===== src/rtl/mr0_timing_pkg.sv =====
package mr0_timing_pkg;

  localparam int MR_W       = 13;
  localparam int CL_LSB     = 4;
  localparam int TEST_BIT   = 7;
  localparam int DLLRST_BIT = 8;
  localparam int WR_LSB     = 9;
  localparam int PDX_BIT    = 12;

  // CAS code 1, write-recovery code 2, everything else zero
  localparam logic [MR_W-1:0] MR_RESET = 13'h0410;

  function automatic logic cl_code_ok(input logic [2:0] code);
    return code != 3'd0;
  endfunction

  function automatic int cl_cycles(input logic [2:0] code, input int cl_min);
    return cl_min + int'(code) - 1;
  endfunction

  function automatic logic wr_code_ok(input logic [2:0] code);
    return code != 3'd0;
  endfunction

  function automatic int wr_cycles(input logic [2:0] code);
    if (code <= 3'd4) return 4 + int'(code);
    else              return 2 * int'(code);
  endfunction

  function automatic int read_latency(input int al, input int cl);
    return al + cl;
  endfunction

  function automatic int ap_latency(input int wr, input int trp);
    return wr + trp;
  endfunction

endpackage


===== src/rtl/mr0_field_reg.sv =====
module mr0_field_reg
  import mr0_timing_pkg::*;
#(
  parameter int CL_MIN = 5,
  parameter int CL_W   = 4,
  parameter int WR_W   = 4
) (
  input  logic            clk,
  input  logic            rst_n,
  input  logic            wr_en,
  input  logic [MR_W-1:0] wr_word,
  output logic [MR_W-1:0] mr_q,
  output logic [CL_W-1:0] cl_cyc,
  output logic [WR_W-1:0] wr_cyc,
  output logic            dll_pulse,
  output logic            illegal
);

  logic [2:0]      new_cl, new_wr;
  logic            cl_ok, wr_ok;
  logic [MR_W-1:0] next_word;

  always_comb begin
    new_cl    = wr_word[CL_LSB +: 3];
    new_wr    = wr_word[WR_LSB +: 3];
    cl_ok     = cl_code_ok(new_cl);
    wr_ok     = wr_code_ok(new_wr);
    next_word = wr_word;
    next_word[DLLRST_BIT] = 1'b0;
    if (!cl_ok) next_word[CL_LSB +: 3] = mr_q[CL_LSB +: 3];
    if (!wr_ok) next_word[WR_LSB +: 3] = mr_q[WR_LSB +: 3];
  end

  always_ff @(posedge clk or negedge rst_n) begin
    if (!rst_n) begin
      mr_q      <= MR_RESET;
      dll_pulse <= 1'b0;
      illegal   <= 1'b0;
    end else begin
      dll_pulse <= wr_en && wr_word[DLLRST_BIT];
      if (wr_en) begin
        mr_q    <= next_word;
        illegal <= !(cl_ok && wr_ok);
      end
    end
  end

  assign cl_cyc = CL_W'(cl_cycles(mr_q[CL_LSB +: 3], CL_MIN));
  assign wr_cyc = WR_W'(wr_cycles(mr_q[WR_LSB +: 3]));

  AST_DLL_SELF_CLEAR: assert property (@(posedge clk) disable iff (!rst_n)
    (wr_en && wr_word[DLLRST_BIT]) |=> (dll_pulse && !mr_q[DLLRST_BIT]));
  AST_CL_KEEP: assert property (@(posedge clk) disable iff (!rst_n)
    (wr_en && !cl_ok) |=> ($stable(cl_cyc) && illegal));
  AST_WR_KEEP: assert property (@(posedge clk) disable iff (!rst_n)
    (wr_en && !wr_ok) |=> ($stable(wr_cyc) && illegal));
  AST_WRITE_NEXT: assert property (@(posedge clk) disable iff (!rst_n)
    (wr_en && cl_ok) |=> (mr_q[CL_LSB +: 3] == $past(wr_word[CL_LSB +: 3])));

endmodule


===== src/rtl/mr0_wait_timer.sv =====
module mr0_wait_timer #(
  parameter int CNT_W = 10
) (
  input  logic             clk,
  input  logic             rst_n,
  input  logic             load,
  input  logic [CNT_W-1:0] load_val,
  input  logic             clear,
  output logic             busy
);

  logic [CNT_W-1:0] cnt;

  always_ff @(posedge clk or negedge rst_n) begin
    if (!rst_n)            cnt <= '0;
    else if (load)         cnt <= load_val;
    else if (clear)        cnt <= '0;
    else if (cnt != '0)    cnt <= cnt - 1'b1;
  end

  assign busy = cnt != '0;

  AST_TMR_LOAD: assert property (@(posedge clk) disable iff (!rst_n)
    load |=> (cnt == $past(load_val)));
  AST_TMR_DOWN: assert property (@(posedge clk) disable iff (!rst_n)
    (!load && !clear && busy) |=> (cnt == $past(cnt) - 1'b1));

endmodule


===== src/rtl/mr0_cmd_gate.sv =====
module mr0_cmd_gate (
  input  logic clk,
  input  logic rst_n,
  input  logic pd_enter,
  input  logic pd_exit,
  input  logic pd_fast,
  input  logic test_mode,
  input  logic exit_busy,
  input  logic lock_busy,
  input  logic cmd_req,
  input  logic rd_req,
  output logic enter_evt,
  output logic exit_evt,
  output logic dll_frozen,
  output logic cmd_ok,
  output logic rd_ok,
  output logic req_err
);

  logic in_pd;

  assign enter_evt = pd_enter && !in_pd;
  assign exit_evt  = pd_exit && in_pd;

  always_ff @(posedge clk or negedge rst_n) begin
    if (!rst_n) begin
      in_pd   <= 1'b0;
      req_err <= 1'b0;
    end else begin
      if (enter_evt)     in_pd <= 1'b1;
      else if (exit_evt) in_pd <= 1'b0;
      req_err <= (cmd_req && !cmd_ok) || (rd_req && !rd_ok);
    end
  end

  assign cmd_ok     = !in_pd && !exit_busy && !test_mode;
  assign rd_ok      = cmd_ok && !lock_busy;
  assign dll_frozen = in_pd && !pd_fast;

  AST_EXIT_CLEARS: assert property (@(posedge clk) disable iff (!rst_n)
    exit_evt |=> (!dll_frozen && !rd_ok));
  AST_ENTER_BLOCKS: assert property (@(posedge clk) disable iff (!rst_n)
    enter_evt |=> (!cmd_ok && !rd_ok));
  AST_REQ_ERR: assert property (@(posedge clk) disable iff (!rst_n)
    (rd_req && !rd_ok) |=> req_err);

endmodule


===== src/rtl/mr0_timing_gate.sv =====
module mr0_timing_gate
  import mr0_timing_pkg::*;
#(
  parameter int TDLLK  = 512,
  parameter int TXP    = 3,
  parameter int TXPDLL = 10,
  parameter int TRP    = 6,
  parameter int WR_MIN = 6,
  parameter int CL_MIN = 5,
  parameter int AL_W   = 4,
  localparam int CL_W    = $clog2(CL_MIN + 7),
  localparam int WR_W    = $clog2(15),
  localparam int LAT_W   = ((AL_W > CL_W) ? AL_W : CL_W) + 1,
  localparam int DAL_W   = $clog2(14 + TRP + 1),
  localparam int CNT_MAX = (TDLLK > TXPDLL) ? ((TDLLK > TXP) ? TDLLK : TXP)
                                            : ((TXPDLL > TXP) ? TXPDLL : TXP),
  localparam int CNT_W   = $clog2(CNT_MAX + 1)
) (
  input  logic             clk,
  input  logic             rst_n,
  input  logic             mrs_wr,
  input  logic [12:0]      mrs_word,
  input  logic [AL_W-1:0]  add_lat,
  input  logic             pd_enter,
  input  logic             pd_exit,
  input  logic             cmd_req,
  input  logic             rd_req,
  output logic [12:0]      mr_image,
  output logic [LAT_W-1:0] read_lat,
  output logic [WR_W-1:0]  wr_rec,
  output logic [DAL_W-1:0] ap_delay,
  output logic             dll_rst_pulse,
  output logic             dll_frozen,
  output logic             cmd_ok,
  output logic             rd_ok,
  output logic             test_fault,
  output logic             wr_short_err,
  output logic             illegal_err,
  output logic             req_err
);

  logic [CL_W-1:0]  cl_cyc;
  logic             dll_req, lock_busy, exit_busy;
  logic             enter_evt, exit_evt, pd_fast;
  logic [CNT_W-1:0] exit_wait;

  mr0_field_reg #(.CL_MIN(CL_MIN), .CL_W(CL_W), .WR_W(WR_W)) u_field (
    .clk(clk), .rst_n(rst_n), .wr_en(mrs_wr), .wr_word(mrs_word),
    .mr_q(mr_image), .cl_cyc(cl_cyc), .wr_cyc(wr_rec),
    .dll_pulse(dll_rst_pulse), .illegal(illegal_err)
  );

  assign dll_req = mrs_wr && mrs_word[DLLRST_BIT];

  mr0_wait_timer #(.CNT_W(CNT_W)) u_lock (
    .clk(clk), .rst_n(rst_n), .load(dll_req),
    .load_val(CNT_W'(TDLLK)), .clear(1'b0), .busy(lock_busy)
  );

  assign pd_fast   = mr_image[PDX_BIT];
  assign exit_wait = pd_fast ? CNT_W'(TXP) : CNT_W'(TXPDLL);

  mr0_wait_timer #(.CNT_W(CNT_W)) u_exit (
    .clk(clk), .rst_n(rst_n), .load(exit_evt),
    .load_val(exit_wait), .clear(enter_evt), .busy(exit_busy)
  );

  assign test_fault = mr_image[TEST_BIT];

  mr0_cmd_gate u_gate (
    .clk(clk), .rst_n(rst_n), .pd_enter(pd_enter), .pd_exit(pd_exit),
    .pd_fast(pd_fast), .test_mode(test_fault), .exit_busy(exit_busy),
    .lock_busy(lock_busy), .cmd_req(cmd_req), .rd_req(rd_req),
    .enter_evt(enter_evt), .exit_evt(exit_evt), .dll_frozen(dll_frozen),
    .cmd_ok(cmd_ok), .rd_ok(rd_ok), .req_err(req_err)
  );

  assign read_lat     = LAT_W'(read_latency(int'(add_lat), int'(cl_cyc)));
  assign ap_delay     = DAL_W'(ap_latency(int'(wr_rec), TRP));
  assign wr_short_err = int'(wr_rec) < WR_MIN;

  AST_DLL_LOCK_GATE: assert property (@(posedge clk) disable iff (!rst_n)
    dll_rst_pulse |-> !rd_ok);
  AST_TEST_BLOCK: assert property (@(posedge clk) disable iff (!rst_n)
    test_fault |-> (!cmd_ok && !rd_ok));
  AST_EXIT_WAIT: assert property (@(posedge clk) disable iff (!rst_n)
    exit_evt |=> !cmd_ok);
  AST_PULSE_ONE: assert property (@(posedge clk) disable iff (!rst_n)
    (dll_rst_pulse && !$past(dll_req)) |-> 1'b0);

endmodule


===== config.mk =====
export PLATFORM = sky130hd
export DESIGN_NAME = mr0_timing_gate
export DESIGN_NICKNAME = d
export VERILOG_FILES = /design/src/rtl/mr0_timing_pkg.sv /design/src/rtl/mr0_field_reg.sv /design/src/rtl/mr0_wait_timer.sv /design/src/rtl/mr0_cmd_gate.sv /design/src/rtl/mr0_timing_gate.sv
export SDC_FILE = /design/constraint.sdc
export NUM_CORES = 1
export LEC_CHECK = 0
export BUFFER_PORTS_ARGS = -buffer_cell sky130_fd_sc_hd__buf_2
export CAP_MARGIN = 20
export CORE_ASPECT_RATIO = 0.6
export CORE_UTILIZATION = 50
export CTS_CLUSTER_SIZE = 40
export DETAILED_ROUTE_END_ITERATION = 6
export GPL_TIMING_DRIVEN = 1
export HOLD_SLACK_MARGIN = 0.05
export PLACE_DENSITY = 0.76
export SYNTH_ARGS = -nofsm -noshare
export SYNTH_HDL_FRONTEND = slang
export SYNTH_HIERARCHICAL = 1
export SYNTH_SLANG_ARGS = --single-unit

===== constraint.sdc =====
create_clock -name clk -period 4.4 [get_ports clk]
set_input_delay 0 -clock clk [delete_from_list [all_inputs] [get_ports clk]]
set_output_delay 0 -clock clk [all_outputs]
set_load 0.1 [all_outputs]

# == Word level (Yosys, flattened, before mapping) ==
# Index checks and enable logic that the tools add are counted.
# W data, S select, Z words.
# op_classes
n_addsub,7
magnitude_cmp,2
muxes,9
reduce_logical,28
# op_table
operator,count
$mux W10,5
$reduce_bool A10 Y1,2
$sub A10 B1 Y10 const B,2
$logic_and A1 B1 Y1,10
$reduce_bool A3 Y1,3
$add A3 B3 Y4 const A,2
$logic_not A1 Y1,8
$mux W4,2
$add A4 B3 Y5 const B,1
$add A4 B4 Y5,1
$lt A4 B3 Y1 const B,1
$reduce_and A2 Y1,2
$reduce_bool A2 Y1,2
$sub A4 B2 Y4 const B,1
$le A3 B3 Y1 const B,1
$mux W1,2
$logic_or A1 B1 Y1,1
# totals
regBits,36
in_bits,24
output_inout_bits,35

# == Longest topological paths before layout ==
# Gate-level depths: netlist of the first run.
# logic_depth
depth_word,8
depth_mapped,7

# == Modules after synthesis ==
# The synthesis of the first run kept the hierarchy.
# modules_own_cells
mod,instances,cells_per_inst,area_each_um2
mr0_wait_timer,2,73,631.9
mr0_field_reg,1,47,616.8
mr0_timing_gate,1,29,214.0
mr0_cmd_gate,1,12,108.9

# == Least setup slack after synthesis of the first run ==
# OpenSTA, ideal clock, no wires.
# synth_timing
kind,register -> output
startpoint,register u_field.mr_q[11]
endpoint,output port ap_delay[3]
arrival_time_ns,4.192
required_time_ns,4.400
path_slack_ns,0.208
path_stages_with_launch,5
path_cell_list,dfrtp_1 > mux2_2 > inv_1 > ha_1 > xnor2_1
# synth_between
elab_chain_cells,3
word_cells_on_any_way,4
# synth_lines
element,line_no,text
start: declaration,mr0_field_reg.sv:12,"output logic [MR_W-1:0] mr_q,"
start signal: assignment,mr0_field_reg.sv:42,mr_q <= next_word;
$le A3 B3 Y1,mr0_timing_pkg.sv:26,if (code <= 3'd4) return 4 + int'(code);
$mux W4,mr0_timing_pkg.sv:26,
named net wr_rec[1],mr0_timing_gate.sv:30,"output logic [WR_W-1:0] wr_rec,"
$add A4 B3 Y5,mr0_timing_pkg.sv:35,return wr + trp;
end: declaration,mr0_timing_gate.sv:31,"output logic [DAL_W-1:0] ap_delay,"
# The timed path passes the listed nets, and every way through them passes these cells.

# == Final worst setup path of the first run ==
# layout_timing
startpoint,register u_exit.cnt[0]
endpoint,output port rd_ok
# layout_between
elab_chain_cells,5
# layout_lines
element,line_no,text
start: declaration,mr0_wait_timer.sv:12,logic [CNT_W-1:0] cnt;
start signal: assignment,mr0_wait_timer.sv:16,else if (load) cnt <= load_val;
start signal: assignment,mr0_wait_timer.sv:18,else if (cnt != '0) cnt <= cnt - 1'b1;
$reduce_bool A10 Y1,mr0_wait_timer.sv:21,assign busy = cnt != '0;
named net exit_busy,mr0_timing_gate.sv:43,"logic dll_req, lock_busy, exit_busy;"
$logic_not A1 Y1,mr0_cmd_gate.sv:36,assign cmd_ok = !in_pd && !exit_busy && !test_mode;
$logic_and A1 B1 Y1 (2 in a row),mr0_cmd_gate.sv:36,
$logic_and A1 B1 Y1,mr0_cmd_gate.sv:37,assign rd_ok = cmd_ok && !lock_busy;
end: declaration,mr0_timing_gate.sv:35,"output logic rd_ok,"
# The timed path passes the listed nets, and every way through them passes these cells.

==> results_dict.tcl, run 1 <==
set metrics [dict create \
    dr.pass1.iters 4 \
    clock-skew-final_ns 0.001895 \
    htree_levels 2 \
    final_cell_area_sq_um 2815 \
    dieArea_sq_um 4685 \
    grt_max_degree 37 \
    cts_tree "done" \
    slew_violations 0 \
    antenna_found_initial 0 \
    boundaryPins 59 \
    synth-seq-area-share 0.4100 \
    start_kind "flop" \
    synth_cells 234 \
    critPathKind "flop to primary output" \
    cts_inserted_buffers 5 \
    reg2reg_to "u_gate/req_err$_DFF_PN0_" \
    hold_violations 0 \
    clock_latency_ns 0.29 \
    worst_slack_ns 1.980 \
    hp-class "primary input to flop" \
    status "completed" \
    worstPathCellList "inv_1 -> ha_1 -> nor2b_1 -> nand3_1 -> nor4_1 -> buf_2" \
    rsz0062_at_grt "no" \
    worst_pin_slew_ns 0.7929 \
    grt_pass1_vias 1565 \
    irDropWorstVdd_mv 0.3614 \
    p_comb_frac 0.488 \
    p_seq_frac 0.325 \
    min_period_ns 2.420 \
    final_common_cell "buf_2" \
    postPlaceCellArea_sq_um 2537 \
    r2r_start "u_exit/cnt[0]$_DFFE_PN0P_" \
    grt_pass1_wl_mm 7.610 \
    slowest_stage "buf_2" \
    synth.distinct_cells 44 \
    p_leak_nw 1.354 \
    power_frac_clock 0.186 \
    swShare 0.4911 \
    setup_viol 0 \
    p_switching_uw 753.2 \
    crit_arrival_ns 2.42 \
    die_x_microns 87.70 \
    critical-path-max-stage-delay_ns 0.47 \
    end_kind "primary output" \
    initial_core_util 0.5288 \
    core_area_sq_um 4167 \
    layout_common_cells "57 x buf_2, 34 x dfrtp_1, 21 x conb_1" \
    drc 0 \
    endpoint "rd_ok" \
    ctsResizeCount 0 \
    rows 18 \
    final_antenna_net_count 0 \
    dp_hpwl_mm 3.362 \
    p_per_area_nw_per_um2 544.7 \
    layout.nets 350 \
    syn-cell-area_sq_um 2203 \
    yosysWarnings 6 \
    cp.required_ns 4.40 \
    tns_ns 0 \
    r2r_slack_ns 2.01 \
    clock_sinks 36 \
    crit_start "u_exit/cnt[0]$_DFFE_PN0P_" \
    gr-total-overflow 0 \
    antennaDiodeCount 0 \
    r2r_cells 7 \
    final_cells 379 \
    clk_transition_reported_paths_ns 0.07 \
    globalplace.congestion 0.8877 \
    ys_ff_latch 36 \
    vias_per_cell 5.124 \
    clk_path_buf_depth 2 \
    drive_above_1_share 0.2696 \
    via_count 1942 \
    synth_ff_type "dfrtp_1" \
    cts_root_buf "clkbuf_8" \
    maxCapViolCount 0 \
    place_ws_ns 2.330 \
    path_max_fanout 8 \
    avgSynthCellArea_sq_um 9.416 \
    max-slew-margin-rel 0.4714 \
    p_int_uw 780.3 \
    fmax_ghz 0.4132 \
    finalCritPeriodShare 0.5500 \
    synth-async-reset-ratio 1.000 \
    dpl.cell_count 354 \
    drt_iter0_drc 88 \
    area_growth_pct 27.77 \
    grt_use_total 0.2217 \
    die_h_microns 53.42 \
    wl_per_cell_microns 12.84 \
    power_mw 1.534 \
    routed_wirelength_mm 4.868 \
    portBuffers 57 \
    synth_edf_count 0 \
]
## cell usage after synthesis (all sizes together) (3+ instances only)
library cell,number,area (sq um)
and2,3,18.77
nand2b,4,25.02
o21ai,16,80.07
inv,16,60.06
dfrtp,34,850.8
clkbuf,6,22.52
xnor2,3,26.28
nand2,17,63.81
ha,7,87.58
or3,6,57.55
nor2b,10,62.56
nor3,7,50.05
a22oi,4,30.03
nor2,14,52.55
o31ai,3,27.52
a31oi,3,18.77
nor4,5,61.31
nand4,6,37.54
mux2,7,78.83
nand3,6,30.03
a21oi,15,78.83
a22o,6,52.55
buf,9,71.32
conb,3,11.26
## power by group through the flow
stage,clock (mW),combinational [mW],sequential (mW)
after global routing,0.310,0.801,0.512
after CTS,0.294,0.743,0.497
after detailed placement,0,0.728,0.503
final,0.286,0.749,0.499
after global placement,0,0.725,0.498
after floorplan,0,0.552,0.558
## layout make-up
class,instances,area [sq um]
fillers,352,1351
multi-input cells,185,1214
flip-flops and latches,36,903.4
repair buffers,74,455.4
well taps,60,75.07
clock buffers,6,72.57
inverters,16,60.06
clock inverters,2,35.03
## critical path: cells and delay by family (launching register included)
kind / cells / cell delay, ns
and+or+nand+nor: 3 / 1.00
buffers and inverters: 2 / 0.56
DFF: 1 / 0.41
adders and majority gates: 1 / 0.15
## sequential cells by signal (all words and copies together) (netlist names)
register / flops
u_gate/req_err: 1
u_field/dll_pulse: 1
u_field/mr_q: 12
u_lock/cnt: 10
u_gate/in_pd: 1
u_exit/cnt: 10
u_field/illegal: 1
## cells by family (layout without fill, tap and decap cells)
logic type / after synthesis / after routing / synth area share
other cells: 3 / 21 / 0.005110
mux: 9 / 9 / 0.04486
fa+ha+maj: 8 / 8 / 0.04883
flops: 36 / 36 / 0.4100
xor+xnor: 3 / 3 / 0.01193
compound gates: 62 / 62 / 0.1874
buf+inv: 31 / 98 / 0.06985
simple gates: 82 / 82 / 0.2220
## per-layer routing
layer | track usage | vias to the layer above | share of wire
li1 | - | 983 | -
met1 | 0.3204 | 874 | 0.51
met2 | 0.3062 | 81 | 0.40
met3 | 0.08580 | 4 | 0.082
met4 | 0.04918 | 0 | 0.0060
met5 | 0 | - | 0
## repair_timing
action / 4_1_cts / 5_1_grt
endpoints found under the hold margin: 50 / 0
buffers inserted: 0 / 0
hold buffers: 17 / 0
## metrics by stage
step / util / hold slack (ns)
after CTS: 0.6757 / 0.08660
after floorplan: - / -0.2956
after global routing: 0.6757 / 0.1192
after global placement: 0.6090 / 0.1325
final: 0.6757 / 0.09245
after detailed placement: 0.6090 / 0.1321
## how the worst min path moves through the flow
stage                         from                        end  slack [ns]  cells after the start
final                     pd_enter   u_gate/in_pd$_DFFE_PN0P_        0.09                      3
after detailed placement     rst_n  u_exit/cnt[9]$_DFFE_PN0P_        0.13                      1
after CTS                 pd_enter   u_gate/in_pd$_DFFE_PN0P_        0.09                      3
after global routing      pd_enter   u_gate/in_pd$_DFFE_PN0P_        0.12                      3
after floorplan              rst_n  u_exit/cnt[0]$_DFFE_PN0P_       -0.30                      0
after global placement       rst_n  u_exit/cnt[9]$_DFFE_PN0P_        0.13                      1
Power figures use the tool's default switching activity.
==> inputs of run 2 (changes only) <==
- clock period: 4.4 -> 2.35 ns (I/O delays scaled with it)
==> run 2 against run 1 <==
Final cell count rose by 1.3%. Die area did not move. Setup slack got worse by 1.9 ns. Count of clock-buffer cells in the layout rose by 1. Combinational power rose by 99%. Hold slack improved by 0.067 ns. Register-to-register slack got worse by 1.9 ns. Utilization rose by 3.2 points. Critical endpoint is now u_gate/req_err$_DFF_PN0_. Largest power group unchanged.
==> results_dict.tcl, run 2 (synthesized netlist as in run 1, its figures left out) <==
set metrics [dict create \
    die_x_microns 87.70 \
    irDropWorstVdd_mv 0.6558 \
    dp_hpwl_mm 3.529 \
    grt_use_total 0.2381 \
    p_leak_nw 1.391 \
    crit_arrival_ns 2.40 \
    grt_pass1_wl_mm 8.169 \
    critPathKind "flop to flop" \
    reg2reg_to "u_gate/req_err$_DFF_PN0_" \
    grt_max_degree 37 \
    p_per_area_nw_per_um2 979.1 \
    slowest_stage "dlygate4sd3_1" \
    r2r_slack_ns 0.13 \
    worst_pin_slew_ns 0.7744 \
    clock_latency_ns 0.29 \
    largest_reg_flops 12 \
    hold_violations 0 \
    hold_end "u_gate/in_pd$_DFFE_PN0P_" \
    r2r_cells 5 \
    grt_pass1_vias 1772 \
    final_cells 384 \
    clock-skew-final_ns 0.008324 \
    portBuffers 57 \
    drive_above_1_share 0.3148 \
    max-slew-margin-rel 0.4837 \
    globalplace.congestion 0.8337 \
    maxCapViolCount 0 \
    clock_sinks 36 \
    crit_start "u_exit/cnt[6]$_DFFE_PN0P_" \
    cp.required_ns 2.52 \
    clk_transition_reported_paths_ns 0.07 \
    r2r_start "u_exit/cnt[6]$_DFFE_PN0P_" \
    dpl.cell_count 358 \
    path_max_fanout 7 \
    cts_tree "done" \
    routed_wirelength_mm 5.124 \
    end_kind "flop" \
    status "completed" \
    antennaDiodeCount 0 \
    hp-class "primary input to flop" \
    finalCritPeriodShare 0.9456 \
    fillers 337 \
    dieArea_sq_um 4685 \
    fmax_ghz 0.4500 \
    final_antenna_net_count 0 \
    boundaryPins 59 \
    clk_path_buf_depth 2 \
    via_count 1991 \
    cts_inserted_buffers 5 \
    die_h_microns 53.42 \
    core_area_sq_um 4167 \
    cts_setup_buffers 0 \
    area_growth_pct 33.90 \
    setup_viol 0 \
    min_path_cells 3 \
    start_kind "flop" \
    initial_core_util 0.5288 \
    critPathBufInv 1 \
    min_from "pd_enter" \
    worstPathCellList "nor4_4 -> nand3_1 -> nor3_4 -> a21oi_1 -> dlygate4sd3_1" \
    gr-total-overflow 0 \
    tns_ns 0 \
    top_register "u_field/mr_q" \
    antenna_found_initial 0 \
    rsz0062_at_grt "no" \
    layout.nets 355 \
    cts_root_buf "clkbuf_8" \
    critical-path-max-stage-delay_ns 0.57 \
    layout_common_cells "56 x buf_2, 32 x dfrtp_1, 21 x conb_1" \
    top_regs "u_field/mr_q: 12 flops, u_exit/cnt: 10 flops, u_lock/cnt: 10 flops" \
    slew_violations 0 \
    wl_per_cell_microns 13.34 \
    htree_levels 2 \
    drt_iter0_drc 137 \
    rows 18 \
    final_common_cell "buf_2" \
    critical-path-top-delay-family "simple AND/OR/NAND/NOR gates" \
    vias_per_cell 5.185 \
    drc 0 \
    dr.pass1.iters 4 \
    min_period_ns 2.222 \
]
-- run 2: changes by cell type in the layout (fill, tap and decap cells not counted), sizes merged --
| cell | change |
|---|---|
| dlygate4sd3 | +1 |
| buf | +4 |
| clkbuf | +1 |
| bufinv | -1 |
| clkinvlp | +3 |
| clkinv | -1 |
| inv | -2 |
-- run 2: metrics by stage --
stage          utilization  cell area [sq um]  hold slack (ns)  setup slack (ns)  total power [mW]
2_1_floorplan            -               2365          -0.2956           -0.3553             2.131
3_3_place_gp        0.6423               2676           0.1284            0.5343             2.378
3_5_place_dp        0.6423               2676           0.1348            0.4685             2.396
4_1_cts             0.7081               2950           0.1560            0.1549             2.889
5_1_grt             0.7081               2950           0.1793           0.02187             3.058
6_report            0.7081               2950           0.1590            0.1278             2.889
-- run 2: worst max path at each step --
stage / to / slack (ns) / cells after the start
6_report: u_gate/req_err$_DFF_PN0_ / 0.13 / 5
2_1_floorplan: ap_delay[3] / -0.36 / 4
3_5_place_dp: cmd_ok / 0.47 / 4
3_3_place_gp: read_lat[4] / 0.53 / 7
4_1_cts: cmd_ok / 0.15 / 4
5_1_grt: u_gate/req_err$_DFF_PN0_ / 0.02 / 5
-- run 2: report_power, final --
| part | switching [mW] | internal [mW] | total (mW) | leakage (nW) |
|---|---|---|---|---|
| logic | 1.04 | 0.454 | 1.49 | 0.906 |
| clock network | 0.221 | 0.238 | 0.459 | 0.0445 |
| registers | 0.184 | 0.753 | 0.938 | 0.441 |
-- run 2: repair_timing --
item	CTS	global route
gates resized for setup	0	0
hold endpoints to repair	50	0
hold buffers	18	0
-- run 2: layout make-up --
| cell class | instances | area (sq um) | area share |
|---|---|---|---|
| Clock buffer | 7 | 86.33 | 0.02926 |
| Sequential cell | 36 | 909.6 | 0.3083 |
| Inverter | 16 | 67.56 | 0.02290 |
| Timing Repair Buffer | 79 | 510.5 | 0.1730 |
| Multi-Input combinational cell | 185 | 1294 | 0.4385 |
| Clock inverter | 1 | 7.507 | 0.002545 |
| Tap cell | 60 | 75.07 | 0.02545 |
-- run 2: per-layer routing --
layer	up-vias	routed length, microns	track usage
met3	4	313	0.05148
li1	991	-	-
met5	-	0	0
met1	916	2624	0.3284
met4	0	48	0.08743
met2	80	2137	0.3695
-- run 2: worst reg2reg max path, stage by stage (launching register included) --
cell and delay, ns:
dfrtp_1 0.47, nor4_4 0.41, nand3_1 0.32, nor3_4 0.26, a21oi_1 0.09, dlygate4sd3_1 0.57
==> inputs of run 3 (changes only) <==
- CORE_UTILIZATION: 50 -> 47
- PLACE_DENSITY: 0.76 -> 0.75
- clock period: 2.35 -> 2 ns (I/O delays scaled with it)
==> run 3 against run 2 <==
Clock skew decreased by 0.0053 ns. Flip-flop and latch count did not move. Total power grew 26%. Hold slack worse by 0.050 ns. Critical path depth grew 2. Register-to-register slack improved by 0.18 ns. Highest routed layer unchanged. Clock power is 19% higher. Critical endpoint is now read_lat[4]. Setup slack worse by 0.086 ns.
==> results_dict.tcl, run 3 (synthesized netlist as in run 1, its figures left out) <==
set metrics [dict create \
    status "completed" \
    wl_per_cell_microns 14.59 \
    top_regs "u_field/mr_q: 12 flops, u_exit/cnt: 10 flops, u_lock/cnt: 10 flops" \
    antennaDiodeCount 0 \
    die_x_microns 90.40 \
    start_kind "flop" \
    dieArea_sq_um 4975 \
    vias_per_cell 5.218 \
    globalplace.congestion 0.8241 \
    p_per_area_nw_per_um2 1160 \
    r2r_start "u_lock/cnt[0]$_DFFE_PN0P_" \
    cts_inserted_buffers 5 \
    grt_max_degree 37 \
    p_leak_nw 1.469 \
    initial_core_util 0.5122 \
    maxCapViolCount 0 \
    worst_pin_slew_ns 0.8097 \
    die_h_microns 55.04 \
    drive_above_1_share 0.3612 \
    dp_hpwl_mm 4.057 \
    layout.nets 366 \
    final_cell_area_sq_um 3147 \
    htree_levels 2 \
    routed_wirelength_mm 5.764 \
    area_growth_pct 42.82 \
    endpoint "read_lat[4]" \
    drc 0 \
    grt_pass1_vias 1878 \
    largest_reg_flops 12 \
    portBuffers 57 \
    via_count 2061 \
    r2r_cells 8 \
    gr-total-overflow 0 \
    clk_path_buf_depth 2 \
    r2r_slack_ns 0.31 \
    drt_iter0_drc 107 \
    crit_arrival_ns 1.96 \
    dpl.cell_count 364 \
    top_register "u_field/mr_q" \
    grt_use_total 0.2437 \
    min_period_ns 1.959 \
    fin_util 0.7315 \
    clock_latency_ns 0.29 \
    clock_sinks 36 \
    finalCritPeriodShare 0.9793 \
    reg2reg_to "u_lock/cnt[9]$_DFFE_PN0P_" \
    max-slew-margin-rel 0.4602 \
    cp.required_ns 2.00 \
    final_cells 395 \
    rsz0062_at_grt "yes" \
    dr.pass1.iters 4 \
    end_kind "primary output" \
    setup_viol 0 \
    clock-skew-final_ns 0.003065 \
    boundaryPins 59 \
    critPathKind "flop to primary output" \
    path_max_fanout 3 \
    core_area_sq_um 4302 \
    irDropWorstVdd_mv 0.6978 \
    clk_transition_reported_paths_ns 0.07 \
    grt_pass1_wl_mm 8.997 \
    cts_root_buf "clkbuf_8" \
    antenna_found_initial 0 \
    postPlaceCellArea_sq_um 2806 \
    rows 18 \
    fmax_ghz 0.5106 \
    slew_violations 0 \
    cts_tree "done" \
    final_common_cell "buf_2" \
    hold_violations 0 \
    crit_start "u_field/mr_q[4]$_DFFE_PN1P_" \
    power_mw 3.651 \
    layout_common_cells "52 x buf_2, 32 x dfrtp_1, 21 x conb_1" \
    hp-class "primary input to flop" \
    final_antenna_net_count 0 \
]
## run 3: changes by cell type in the layout (fill, tap and decap cells not counted), moves of 2 or more
cell,delta
buf_4,+10
buf_2,-4
buf_12,+3
nand3_1,-2
nand3_4,+2
nor2b_1,-2
## run 3: how the worst min path moves through the flow
stage                        start                          end  slack, ns  depth (start not counted)
after floorplan              rst_n    u_exit/cnt[0]$_DFFE_PN0P_      -0.30                          0
after global placement       rst_n    u_exit/cnt[8]$_DFFE_PN0P_       0.14                          1
after detailed placement     rst_n  u_field/mr_q[0]$_DFFE_PN0P_       0.14                          1
after CTS                 pd_enter     u_gate/in_pd$_DFFE_PN0P_       0.11                          3
after global routing      pd_enter     u_gate/in_pd$_DFFE_PN0P_       0.14                          3
final                     pd_enter     u_gate/in_pd$_DFFE_PN0P_       0.11                          3
## run 3: metal layers
layer / up-vias / track usage / share of wire
li1: 1014 / - / -
met1: 961 / 0.3393 / 0.49
met2: 81 / 0.3944 / 0.45
met3: 5 / 0.04781 / 0.061
met4: 0 / 0.07258 / 0.0071
met5: - / 0 / 0
## run 3: worst max-delay path, stage by stage, from the launching register on
cell and delay [ns]:
dfstp_2 0.57, ha_4 0.14, inv_1 0.05, fa_2 0.41
nor2b_1 0.14, o21ai_1 0.07, nand2b_1 0.12, buf_12 0.18
## run 3: power breakdown
part / total (mW) / internal, mW / switching, mW / leakage [nW]
Sequential: 1.11 / 0.885 / 0.226 / 0.441
Combinational: 1.99 / 0.684 / 1.31 / 0.984
Clock: 0.547 / 0.280 / 0.267 / 0.0445
Total: 3.65 / 1.85 / 1.80 / 1.47
## run 3: through the flow
| step | setup WS, ns | hold slack [ns] | TNS, ns |
|---|---|---|---|
| 2_1_floorplan | -0.7313 | -0.2956 | -2.013 |
| 3_3_place_gp | 0.3006 | 0.1413 | 0 |
| 3_5_place_dp | 0.2415 | 0.1363 | 0 |
| 4_1_cts | 0.007517 | 0.1141 | 0 |
| 5_1_grt | -0.03805 | 0.1352 | -0.03805 |
| 6_report | 0.04140 | 0.1087 | 0 |
## run 3: area by class of cell
cell class / count / area (sq um)
Multi-Input combinational cell: 185 / 1356
Fill cell: 319 / 1155
Sequential cell: 36 / 909.6
Timing Repair Buffer: 90 / 644.4
Clock buffer: 7 / 86.33
Tap cell: 60 / 75.07
Inverter: 16 / 67.56
Clock inverter: 1 / 7.507
## run 3: what timing repair did
action                     CTS  global route
hold buffers                18             0
resized for setup            1             8
setup buffers                0             5
pin swaps                    0             3
setup endpoints to repair    1             3
hold endpoints to repair    50             0
